File: src/rtl/bsc_pkg.sv
package bsc_pkg;

   typedef enum logic {
      PH_PLAIN = 1'b0,
      PH_ROT   = 1'b1
   } bsc_phase_e;

   function automatic int bsc_bus_width(input int data_w);
      return 2 * data_w + 1;
   endfunction

endpackage

File: src/rtl/bsc_phase.sv
module bsc_phase
   import bsc_pkg::*;
(
   input  logic       clk,
   input  logic       rst_n,
   input  logic       advance,
   output bsc_phase_e phase
);

   always_ff @(posedge clk or negedge rst_n) begin
      if (!rst_n)
         phase <= PH_PLAIN;
      else if (advance)
         phase <= (phase == PH_PLAIN) ? PH_ROT : PH_PLAIN;
   end

endmodule

File: src/rtl/bsc_encoder.sv
module bsc_encoder
   import bsc_pkg::*;
#(
   parameter  int DATA_W = 4,
   localparam int BUS_W  = 2 * DATA_W + 1
) (
   input  logic              clk,
   input  logic              rst_n,
   input  logic              in_valid,
   input  logic [DATA_W-1:0] in_data,
   output logic              out_valid,
   output logic [BUS_W-1:0]  out_word
);

   bsc_phase_e         phase;
   logic [BUS_W-1:0]   plain_w;
   logic [BUS_W-1:0]   rot_w;

   bsc_phase u_phase (
      .clk     (clk),
      .rst_n   (rst_n),
      .advance (in_valid),
      .phase   (phase)
   );

   for (genvar k = 0; k < DATA_W; k++) begin : g_dup
      assign plain_w[2*k]   = in_data[k];
      assign plain_w[2*k+1] = in_data[k];
   end
   assign plain_w[BUS_W-1] = ^in_data;

   assign rot_w[0] = plain_w[BUS_W-1];
   for (genvar i = 1; i < BUS_W; i++) begin : g_rot
      assign rot_w[i] = plain_w[i-1];
   end

   always_ff @(posedge clk or negedge rst_n) begin
      if (!rst_n) begin
         out_valid <= 1'b0;
         out_word  <= '0;
      end else begin
         out_valid <= in_valid;
         if (in_valid)
            out_word <= (phase == PH_ROT) ? rot_w : plain_w;
      end
   end

endmodule

File: src/rtl/bsc_decoder.sv
module bsc_decoder
   import bsc_pkg::*;
#(
   parameter  int DATA_W = 4,
   localparam int BUS_W  = 2 * DATA_W + 1
) (
   input  logic              clk,
   input  logic              rst_n,
   input  logic              in_valid,
   input  logic [BUS_W-1:0]  in_word,
   output logic              out_valid,
   output logic [DATA_W-1:0] out_data
);

   bsc_phase_e          phase;
   logic [BUS_W-1:0]    plain_w;
   logic [DATA_W-1:0]   copy_even;
   logic [DATA_W-1:0]   copy_odd;
   logic                even_ok;
   logic [DATA_W-1:0]   fixed;

   bsc_phase u_phase (
      .clk     (clk),
      .rst_n   (rst_n),
      .advance (in_valid),
      .phase   (phase)
   );

   // one 2:1 mux per wire undoes the alternate-word shift
   for (genvar i = 0; i < BUS_W; i++) begin : g_unrot
      if (i == BUS_W - 1) begin : g_top
         assign plain_w[i] = (phase == PH_ROT) ? in_word[0] : in_word[i];
      end else begin : g_low
         assign plain_w[i] = (phase == PH_ROT) ? in_word[i+1] : in_word[i];
      end
   end

   for (genvar k = 0; k < DATA_W; k++) begin : g_split
      assign copy_even[k] = plain_w[2*k];
      assign copy_odd[k]  = plain_w[2*k+1];
   end

   assign even_ok = ((^copy_even) == plain_w[BUS_W-1]);
   assign fixed   = even_ok ? copy_even : copy_odd;

   always_ff @(posedge clk or negedge rst_n) begin
      if (!rst_n) begin
         out_valid <= 1'b0;
         out_data  <= '0;
      end else begin
         out_valid <= in_valid;
         if (in_valid)
            out_data <= fixed;
      end
   end

endmodule

File: src/rtl/bsc_codec.sv
module bsc_codec
   import bsc_pkg::*;
#(
   parameter  int DATA_W = 4,
   localparam int BUS_W  = 2 * DATA_W + 1
) (
   input  logic              clk,
   input  logic              rst_n,
   input  logic              src_valid,
   input  logic [DATA_W-1:0] src_data,
   output logic              line_valid,
   output logic [BUS_W-1:0]  line_word,
   input  logic              sink_valid,
   input  logic [BUS_W-1:0]  sink_word,
   output logic              dst_valid,
   output logic [DATA_W-1:0] dst_data
);

   if (DATA_W < 1) begin : g_bad_width
      $error("bsc_codec: DATA_W must be at least 1");
   end
   if (BUS_W != bsc_bus_width(DATA_W)) begin : g_bad_bus
      $error("bsc_codec: bus width mismatch");
   end

   bsc_encoder #(.DATA_W(DATA_W)) u_enc (
      .clk       (clk),
      .rst_n     (rst_n),
      .in_valid  (src_valid),
      .in_data   (src_data),
      .out_valid (line_valid),
      .out_word  (line_word)
   );

   bsc_decoder #(.DATA_W(DATA_W)) u_dec (
      .clk       (clk),
      .rst_n     (rst_n),
      .in_valid  (sink_valid),
      .in_word   (sink_word),
      .out_valid (dst_valid),
      .out_data  (dst_data)
   );

endmodule

File: config.mk
export PLATFORM = sky130hd
export DESIGN_NAME = bsc_codec
export DESIGN_NICKNAME = d
export VERILOG_FILES = /design/src/rtl/bsc_pkg.sv /design/src/rtl/bsc_phase.sv /design/src/rtl/bsc_encoder.sv /design/src/rtl/bsc_decoder.sv /design/src/rtl/bsc_codec.sv
export SDC_FILE = /design/constraint.sdc
export NUM_CORES = 1
export LEC_CHECK = 0
export BUFFER_PORTS_ARGS = -buffer_cell sky130_fd_sc_hd__clkbuf_2
export CORE_MARGIN = 5
export CORE_UTILIZATION = 41
export DETAILED_ROUTE_END_ITERATION = 6
export PLACE_DENSITY = 0.67
export RECOVER_POWER = 25
export SLEW_MARGIN = 40
export SYNTH_ARGS = -nofsm -noshare
export SYNTH_HDL_FRONTEND = slang
export SYNTH_SLANG_ARGS = --single-unit
File: constraint.sdc
create_clock -name clk -period 2.7 [get_ports clk]
set_input_delay 0.54 -clock clk [delete_from_list [all_inputs] [get_ports clk]]
set_output_delay 0.54 -clock clk [all_outputs]
set_load 0.005 [all_outputs]
==> results of run 1 <==
-- metrics by stage --
| step | std cells | setup slack (ns) | util | cell area (µm²) | total power (W) |
|---|---|---|---|---|---|
| 2_1_floorplan | 92 | 0.914 | - | 976 | 0.000580 |
| 3_3_place_gp | 145 | 0.768 | 0.504 | 1130 | 0.000672 |
| 3_5_place_dp | 145 | 0.720 | 0.504 | 1130 | 0.000681 |
| 4_1_cts | 149 | 1.04 | 0.517 | 1150 | 0.000819 |
| 5_1_grt | 149 | 1.01 | 0.516 | 1150 | 0.000872 |
| 6_report | 149 | 1.03 | 0.516 | 1150 | 0.000804 |
-- path summary, 6_finish.rpt --
path | to | slack (ns) | depth (start not counted)
max in group asynchronous | u_dec.u_phase.phase | 1.84 | 1
worst max-delay path | u_dec.out_data[3] | 1.03 | 6
worst min-delay path | u_enc.out_word[3] | 0.33 | 1
worst max register to register | u_dec.out_data[3] | 1.43 | 3
min in group clk | u_dec.out_valid | 0.49 | 1
worst min register to register | u_enc.out_word[7] | 0.52 | 1
-- state kept, by name, summed over array words and instances, names as in the netlist --
register and flops:
u_enc.out_word 9, u_dec.out_data 4, u_enc.out_valid 1, u_dec.out_valid 1
u_enc.u_phase.phase 1, u_dec.u_phase.phase 1
-- synth_stat cells --
cell type	n
xnor2_1	11
mux2_2	4
dfrtp_1	17
nand3b_1	1
o21ai_0	2
a21boi_1	1
a21oi_1	7
xor3_1	1
xor2_1	7
o22ai_1	1
xnor2_2	1
nor3b_1	1
a31oi_1	3
clkbuf_1	4
o32a_1	1
o21ai_1	1
nand2_1	7
buf_12	1
xnor3_1	1
nand2b_1	2
mux2i_1	4
buf_2	1
maj3_1	1
nor2_1	11
o211ai_1	1
-- report_power, final --
part / internal (W) / total [W] / switching [W]
registers: 0.000318 / 0.000389 / 0.0000711
logic: 0.000155 / 0.000281 / 0.000126
clock network: 0.0000551 / 0.000133 / 0.0000781
-- layout make-up --
type,instances,area share
clock inverters,1,0.00434
well taps,28,0.0304
multi-input cells,69,0.443
repair buffers,31,0.134
clock buffers,3,0.0195
flip-flops and latches,17,0.369
-- per-layer routing --
layer  vias to the layer above  share of wire
met5                         -              0
met4                         0          0.015
met3                         5          0.059
met2                        15           0.48
met1                       354           0.45
li1                        370              -
-- cells by family (layout without fill, tap and decap cells) --
group	Yosys count	in the layout	share of synthesized area
compound gates	17	17	0.103
xor+xnor	21	21	0.226
fa+ha+maj	1	1	0.0103
buf+inv	6	35	0.0410
flops	17	17	0.436
mux	8	8	0.0872
simple gates	22	22	0.0974
==> run metrics, run 1 <==
dpl hpwl about 1.5 mm; ranking of synthesized cells by area dfrtp_1 44%, xnor2_1 9.9%, xor2_1 6.3%; Slew Viols, Final 0; final antenna diode count 0; nets approximately 140; total area of multi-input combinational cells slightly above 500 µm²; number of optimization iterations in the first detailed-route pass 4; clk_lat worst skew between 0.2 and 0.3 ns; Min Hold Slack ~0.33 ns; clock slew seen by the registers of the worst setup and hold paths about 0.09 ns; number of buffers on the longest clock path 2; type of the tightest min-delay check input port to asynchronous set/reset pin; outcome finished, final reports clean; power density relative to cell area 698 nW/µm²; Sink Count 17; clock tree root buffer cell clkbuf_4; Slew Limit Headroom 0.420; post-synth net total between 100 and 150; Port-buffer cells 31; critical path class input port to flip-flop; buffer count from post-CTS setup fixing 0; total length of routed wires between 1.5 and 2 mm; gate family responsible for the most delay along the worst path XOR/XNOR gates; vias in the first global route around 700; flip-flop and latch count after synthesis 17; number of hold buffers added after CTS 0; final sum of negative setup slack 0 ns; fin crit share 0.618; share of cells above drive strength 1 0.322; transition time at the pin with the least slew margin around 0.87 ns; storage element area 425 µm²; Worst setup startpoint sink_word[5]; largest fanout on the critical path 5; post-DR wirelength/cell 12.8 µm; RD Place Congestion 0.763; area of the die about 3500 µm²; arrival time worst endpoint 1.85 ns; met3 track demand over resource in global routing 0.0417; DRC violation count after routing 0; post-synthesis sequential area ratio 0.436; Max H-tree Level 1; Layout Skew roughly 0.0014 ns; number of placement rows 17; Setup crit start kind input port; total overflow reported by the global router 0; largest net degree at the start of global routing 18; global-route wire length before repair between 3 and 4 mm; RSZ-0062 raised after global routing false; I/O pin count 32; max-cap violation count 0; netlist area before placement 976 µm²; most congested layer reported by global routing met2; area share of the largest cell type after synthesis 0.436; fin crit period between 1.5 and 2 ns; cell breakdown of the critical path clkbuf_2 -> xnor2_1 -> xor3_1 -> nand2_1 -> a21boi_1 -> o32a_1; number of antenna violations at the first check in global routing 0; post-detailed-route count of antenna-violating nets 0; leading cell types in the layout, fill and taps excluded 30 x clkbuf_2, 17 x dfrtp_1, 11 x nor2_1, 11 x xnor2_1; number of unique standard cell types used by synthesis 25; number of fill cells 219; CTS tree built; GRT met1 Usage 0.170; # resized after CTS 0; maximum vdd drop about 440 µV; count of warnings emitted by yosys 0; Num CTS Buffers 3; starting DRC count in detailed routing 8; all-layer global routing usage 0.124; biggest area consumer among synthesized cells dfrtp_1; FMAX 599 MHz; Crit. End Element flip-flop; cell with the largest stage delay on the worst path xor3_1; met2 routing resource usage after global routing 0.178; height of the die a little under 60 µm; Core Region about 2200 µm²; most common cell after layout, fill and taps aside clkbuf_2; Die X around 59 µm; Required @ worst endpoint between 2 and 3 ns; largest stage delay on the critical path roughly 0.44 ns; Crit Reg-Reg Startpoint u_dec.u_phase.phase; drt via density ~5; synthesized area per cell about 11 µm²; routed vias 744; leakage component of the power ~0.54 nW; initial core utilization 0.437; final number of setup-violating endpoints 0; layout-stage area growth over the synthesis result 18.1%; critical path buffer and inverter count 1; synthesized netlist cell count a little over 90; Final Hold Fails 0
(Power assumes the default switching activity.)
==> inputs of run 2 (changes only) <==
Clock period 2.7 ns to 1.7 ns, I/O delays scaled along.
==> run 2 against run 1 <==
  * Worst setup slack got worse by 0.76 ns
  * Non-clock buffer count increased by 7
  * Via count increased by 6.2%
  * First-iteration DRC count decreased by 38%
  * Combinational power increased by 67%
  * Sequential cell count unchanged
  * Sequential power increased by 59%
  * Die area unchanged
  * Register-to-register slack got worse by 1.0 ns
  * Power increased by 62%
  * Final area increased by 4.6%
  * Clock skew increased by 0.0023 ns
  * Critical path type unchanged
==> run metrics, run 2 (synthesis results as in run 1) <==
outcome finished, final reports clean (unchanged); layout-stage area growth over the synthesis result 23.5% (was 18.1%); FMAX 701 MHz; Slew Viols, Final 0 (unchanged); critical path class input port to flip-flop (unchanged); height of the die 58.8 µm (unchanged); initial core utilization 0.437 (unchanged); worst reg-to-reg path cell count 3 (unchanged); cell area reported after detailed placement 1170 µm² (was 1130 µm²); number of antenna violations at the first check in global routing 0 (unchanged); Layout Cell Area excl Fill 1200 µm² (was 1150 µm²); met2 routing resource usage after global routing 0.196 (was 0.178); number of optimization iterations in the first detailed-route pass 4 (unchanged); drt via density 5.06 (was 4.99); RSZ-0062 raised after global routing false (unchanged); number of fill cells 218 (was 219); largest net degree at the start of global routing 18 (unchanged); Max H-tree Level 1 (unchanged); CTS tree built (unchanged); total area of multi-input combinational cells 510 µm² (unchanged); DRC violation count after routing 0 (unchanged); Slew Limit Headroom 0.410 (was 0.420); met3 track demand over resource in global routing 0.0482 (was 0.0417); area of the die 3460 µm² (unchanged); Sink Count 17 (unchanged); max-cap violation count 0 (unchanged); leading cell types in the layout, fill and taps excluded 28 x clkbuf_2, 17 x dfrtp_1, 11 x nor2_1, 11 x xnor2_1 (was 30 x clkbuf_2, 17 x dfrtp_1, 11 x nor2_1, 11 x xnor2_1); Crit. End Element flip-flop (unchanged); power density relative to cell area 1080 nW/µm² (was 698 nW/µm²); share of cells above drive strength 1 0.336 (was 0.322); Top reg by flops u_enc.out_word (unchanged); leakage component of the power 0.562 nW (was 0.535 nW); storage element area 425 µm² (unchanged); Port-buffer cells 31 (unchanged); total overflow reported by the global router 0 (unchanged); arrival time worst endpoint 1.61 ns (was 1.85 ns); transition time at the pin with the least slew margin 0.885 ns (was 0.870 ns); clock slew seen by the registers of the worst setup and hold paths 0.10 ns (was 0.09 ns); fin crit period 1.43 ns; FF-to-FF End u_dec.out_data[3] (unchanged); worst setup margin 0.273 ns (was 1.03 ns); worst hold start sink_word[5]; hold endpoint u_dec.out_data[2]; Core Region 2230 µm² (unchanged); global-route wire length before repair 3.22 mm (unchanged); routed vias 790 (was 744); Final Non-Filler Cells 156 (was 149); Final Core Density 0.539 (was 0.516); most common cell after layout, fill and taps aside clkbuf_2 (unchanged); cell with the largest stage delay on the worst path xor3_1 (unchanged); registers with the most flip-flops u_enc.out_word (9), u_dec.out_data (4) (unchanged); clock tree root buffer cell clkbuf_4 (unchanged); worst setup slack before clock tree synthesis -0.0432 ns (was 0.720 ns); all-layer global routing usage 0.123 (was 0.124); vias in the first global route 749 (was 693); nets 146 (was 139); number of buffers on the longest clock path 2 (unchanged); Die X 58.8 µm (unchanged); I/O pin count 32 (unchanged); number of flip-flops under the largest register name 9 (unchanged); Required @ worst endpoint 1.88 ns (was 2.88 ns); post-DR wirelength/cell 13.1 µm (was 12.8 µm); gate family responsible for the most delay along the worst path XOR/XNOR gates (unchanged); cell breakdown of the critical path clkbuf_2 -> xnor2_1 -> xor3_1 -> nand2_1 -> a21boi_1 -> o32a_1 (unchanged); most congested layer reported by global routing met2 (unchanged); fin crit share 0.839; maximum vdd drop 688 µV (was 439 µV); final sum of negative setup slack 0 ns (unchanged); # resized after CTS 0 (unchanged); post-detailed-route count of antenna-violating nets 0 (unchanged); RD Place Congestion 0.815 (was 0.763); final antenna diode count 0 (unchanged); starting DRC count in detailed routing 5 (was 8); count of cells along the worst hold path 3; dpl hpwl 1.63 mm (was 1.54 mm); total length of routed wires 2.05 mm (was 1.91 mm); dpl cells 151 (was 145); Layout Skew 0.00369 ns (was 0.00142 ns); Crit Reg-Reg Startpoint u_dec.u_phase.phase (unchanged); Final Hold Fails 0 (unchanged); largest stage delay on the critical path 0.34 ns (was 0.44 ns); GRT met1 Usage 0.153 (was 0.170); Setup crit start kind input port (unchanged); largest fanout on the critical path 5 (unchanged); number of placement rows 17 (unchanged); type of the tightest min-delay check input port to flip-flop (was input port to asynchronous set/reset pin); clk_lat worst skew 0.28 ns (was 0.29 ns); Register-to-Register Setup Slack 0.43 ns (was 1.43 ns); final number of setup-violating endpoints 0 (unchanged); Num CTS Buffers 3 (unchanged); critical path buffer and inverter count 1 (unchanged)
run 2: changes by cell type in the layout (fill, tap and decap cells not counted):
cell           change
buf_4              +6
dlygate4sd3_1      +1
clkbuf_2           -2
clkbuf_1           +2
run 2: metal layers:
| metal | vias up | part of all wire |
|---|---|---|
| li1 | 382 | - |
| met1 | 388 | 0.45 |
| met2 | 16 | 0.48 |
| met3 | 4 | 0.061 |
| met4 | 0 | 0.013 |
| met5 | - | 0 |
run 2: final cells by class:
| cell class | instances | share of cell area |
|---|---|---|
| sequential | 17 | 0.353 |
| clock buffer | 3 | 0.0187 |
| tap | 28 | 0.0291 |
| multi-input combinational | 69 | 0.424 |
| timing repair buffer | 38 | 0.171 |
| clock inverter | 1 | 0.00415 |
run 2: worst max path at each step:
stage	from	endpoint	slack, ns	cells past startpoint
floorplan	sink_word[5]	u_dec.out_data[3]	0.11	5
global placement	sink_word[5]	u_dec.out_data[3]	0.01	6
detailed placement	sink_word[0]	u_dec.out_data[3]	-0.04	6
CTS	sink_word[0]	u_dec.out_data[3]	0.27	6
global route	sink_word[0]	u_dec.out_data[3]	0.23	6
finish	sink_word[0]	u_dec.out_data[3]	0.27	6
run 2: worst reg2reg max path, stage by stage (launching register included):
cell and delay (ns):
dfrtp_1 0.59, nand2b_1 0.16, o22ai_1 0.08, o32a_1 0.33
run 2: power breakdown:
part	leakage, nW	switching [W]	internal, W	total (W)
logic	0.351	0.000209	0.000261	0.000470
clock network	0.0177	0.000126	0.0000873	0.000213
registers	0.194	0.000112	0.000506	0.000618
total	0.562	0.000447	0.000854	0.00130
run 2: what timing repair did:
action | in CTS | in global routing
endpoints found under the hold margin | 17 | 0
hold buffers | 1 | 0
buffers inserted | 0 | 0
run 2: per-stage QoR:
stage / power (W) / hold WS, ns
finish: 0.00130 / 0.302
global route: 0.00140 / 0.289
CTS: 0.00132 / 0.290
detailed placement: 0.00110 / 0.293
global placement: 0.00108 / 0.287
floorplan: 0.000922 / 0.0444
==> inputs of run 3 (changes only) <==
Settings changed: PLACE_DENSITY 0.67 to 0.69.
Clock period 1.7 ns to 1.3 ns, I/O delays scaled along.
==> run 3 against run 2 <==
  * Worst setup slack got worse by 0.19 ns
  * Sequential power increased by 30%
  * Die area unchanged
  * Largest power group unchanged
  * Highest routed layer unchanged
  * Clock-buffer cell count increased by 1
  * Clock power increased by 29%
==> run metrics, run 3 (synthesis results as in run 1) <==
dpl hpwl 1.61 mm (was 1.63 mm); I/O pin count 32 (unchanged); type of the tightest min-delay check input port to flip-flop (unchanged); clock tree root buffer cell clkbuf_4 (unchanged); clk_lat worst skew 0.29 ns (was 0.28 ns); number of buffers on the longest clock path 2 (unchanged); number of flip-flops under the largest register name 9 (unchanged); Min Hold Slack 0.187 ns (was 0.302 ns); outcome finished, final reports clean (unchanged); Crit. End Element flip-flop (unchanged); Port-buffer cells 31 (unchanged); Slew Limit Headroom 0.675 (was 0.410); post-detailed-route count of antenna-violating nets 0 (unchanged); area of the die 3460 µm² (unchanged); CTS tree built (unchanged); Top reg by flops u_enc.out_word (unchanged); arrival time worst endpoint 1.39 ns (was 1.61 ns); share of cells above drive strength 1 0.403 (was 0.336); routed vias 789 (was 790); max-cap violation count 0 (unchanged); Num CTS Buffers 3 (unchanged); Final Hold Fails 0 (unchanged); count of cells along the worst hold path 1 (was 3); all-layer global routing usage 0.131 (was 0.123); Final Core Density 0.585 (was 0.539); total overflow reported by the global router 0 (unchanged); Crit Reg-Reg Startpoint u_dec.u_phase.phase (unchanged); global-route wire length before repair 3.47 mm (was 3.22 mm); largest fanout on the critical path 5 (unchanged); final number of setup-violating endpoints 0 (unchanged); maximum vdd drop 825 µV (was 688 µV); FF-to-FF End u_dec.out_data[3] (unchanged); nets 157 (was 146); registers with the most flip-flops u_enc.out_word (9), u_dec.out_data (4) (unchanged); Core Region 2230 µm² (unchanged); hold endpoint u_dec.out_valid (was u_dec.out_data[2]); clock slew seen by the registers of the worst setup and hold paths 0.10 ns (about the same); leakage component of the power 0.621 nW (was 0.562 nW); total length of routed wires 1.97 mm (was 2.05 mm); drt via density 4.72 (was 5.06); FMAX roughly 820 MHz; number of antenna violations at the first check in global routing 0 (unchanged); layout-stage area growth over the synthesis result 34.0% (was 23.5%); Max H-tree Level 1 (unchanged); power density relative to cell area 1330 nW/µm² (was 1080 nW/µm²); transition time at the pin with the least slew margin 0.488 ns (was 0.885 ns); Setup crit start kind input port (unchanged); DRC violation count after routing 0 (unchanged); Layout Skew 0.00855 ns (was 0.00369 ns); Slew Viols, Final 0 (unchanged); number of fill cells 207 (was 218); leading cell types in the layout, fill and taps excluded 29 x clkbuf_2, 17 x buf_4, 16 x dfrtp_1 (was 28 x clkbuf_2, 17 x dfrtp_1, 11 x nor2_1, 11 x xnor2_1); RSZ-0062 raised after global routing false (unchanged); critical path class input port to flip-flop (unchanged); worst reg-to-reg path cell count 4 (was 3); Sink Count 17 (unchanged); starting DRC count in detailed routing 13 (was 5); vias in the first global route 787 (was 749); fin crit share 0.935; Final Total Pwr 0.00174 W (was 0.00130 W); worst hold start sink_valid (was sink_word[5]); most common cell after layout, fill and taps aside clkbuf_2 (unchanged); fin crit period about 1.2 ns; largest net degree at the start of global routing 18 (unchanged); number of optimization iterations in the first detailed-route pass 4 (unchanged); initial core utilization 0.437 (unchanged); Required @ worst endpoint 1.47 ns (was 1.88 ns); number of placement rows 17 (unchanged); height of the die 58.8 µm (unchanged); Register-to-Register Setup Slack 0.15 ns (was 0.43 ns); Die X 58.8 µm (unchanged); RD Place Congestion 0.823 (was 0.815); final antenna diode count 0 (unchanged); post-DR wirelength/cell 11.8 µm (was 13.1 µm)
## run 3: how the worst max path moves through the flow
stage	startpoint	endpoint	slack, ns	cells past startpoint
after global placement	sink_word[0]	u_dec.out_data[3]	-0.20	6
final	sink_word[3]	u_dec.out_data[3]	0.08	6
after detailed placement	sink_word[0]	u_dec.out_data[3]	-0.23	6
after global routing	sink_word[2]	u_dec.out_data[2]	0.04	6
after floorplan	sink_word[3]	u_dec.out_data[3]	-0.02	5
after CTS	u_dec.u_phase.phase	u_dec.out_data[3]	0.05	3
## run 3: layout make-up
| class | instances | area, µm² | share of cell area |
|---|---|---|---|
| well taps | 28 | 35.0 | 0.0268 |
| repair buffers | 49 | 290 | 0.222 |
| multi-input cells | 69 | 529 | 0.405 |
| flip-flops and latches | 17 | 427 | 0.326 |
| clock buffers | 4 | 26.3 | 0.0201 |
## run 3: report_power, final
group	internal, W	total [W]	leakage (nW)	switching (W)
Combinational	0.000386	0.000661	0.413	0.000275
Sequential	0.000665	0.000806	0.193	0.000141
Clock	0.000119	0.000274	0.0150	0.000155
## run 3: critical path, cell delays in order
cell	delay (ns)
clkbuf_2	0.13
xnor2_4	0.15
xor3_1	0.42
nand2_1	0.09
a21boi_1	0.06
o32a_1	0.28
## run 3: stage by stage
stage,setup slack [ns],setup TNS [ns],cells,cell area [µm²]
2_1_floorplan,-0.0165,-0.0165,92,995
3_3_place_gp,-0.196,-0.621,162,1270
3_5_place_dp,-0.231,-0.755,162,1270
4_1_cts,0.0460,0,167,1310
5_1_grt,0.0393,0,167,1310
6_report,0.0843,0,167,1310
## run 3: routing by layer
| layer | global-route usage | vias up | part of all wire |
|---|---|---|---|
| li1 | - | 410 | - |
| met1 | 0.173 | 358 | 0.47 |
| met2 | 0.200 | 19 | 0.47 |
| met3 | 0.0395 | 2 | 0.055 |
| met4 | 0.0485 | 0 | 0.0071 |
| met5 | 0 | - | 0 |
## run 3: repair_timing
item                                    in CTS  in global routing
hold buffers                                 1                  0
gates resized for setup                      0                  1
buffers inserted                             0                  0
endpoints found under the hold margin       17                  0
endpoints found under the setup margin       0                  1
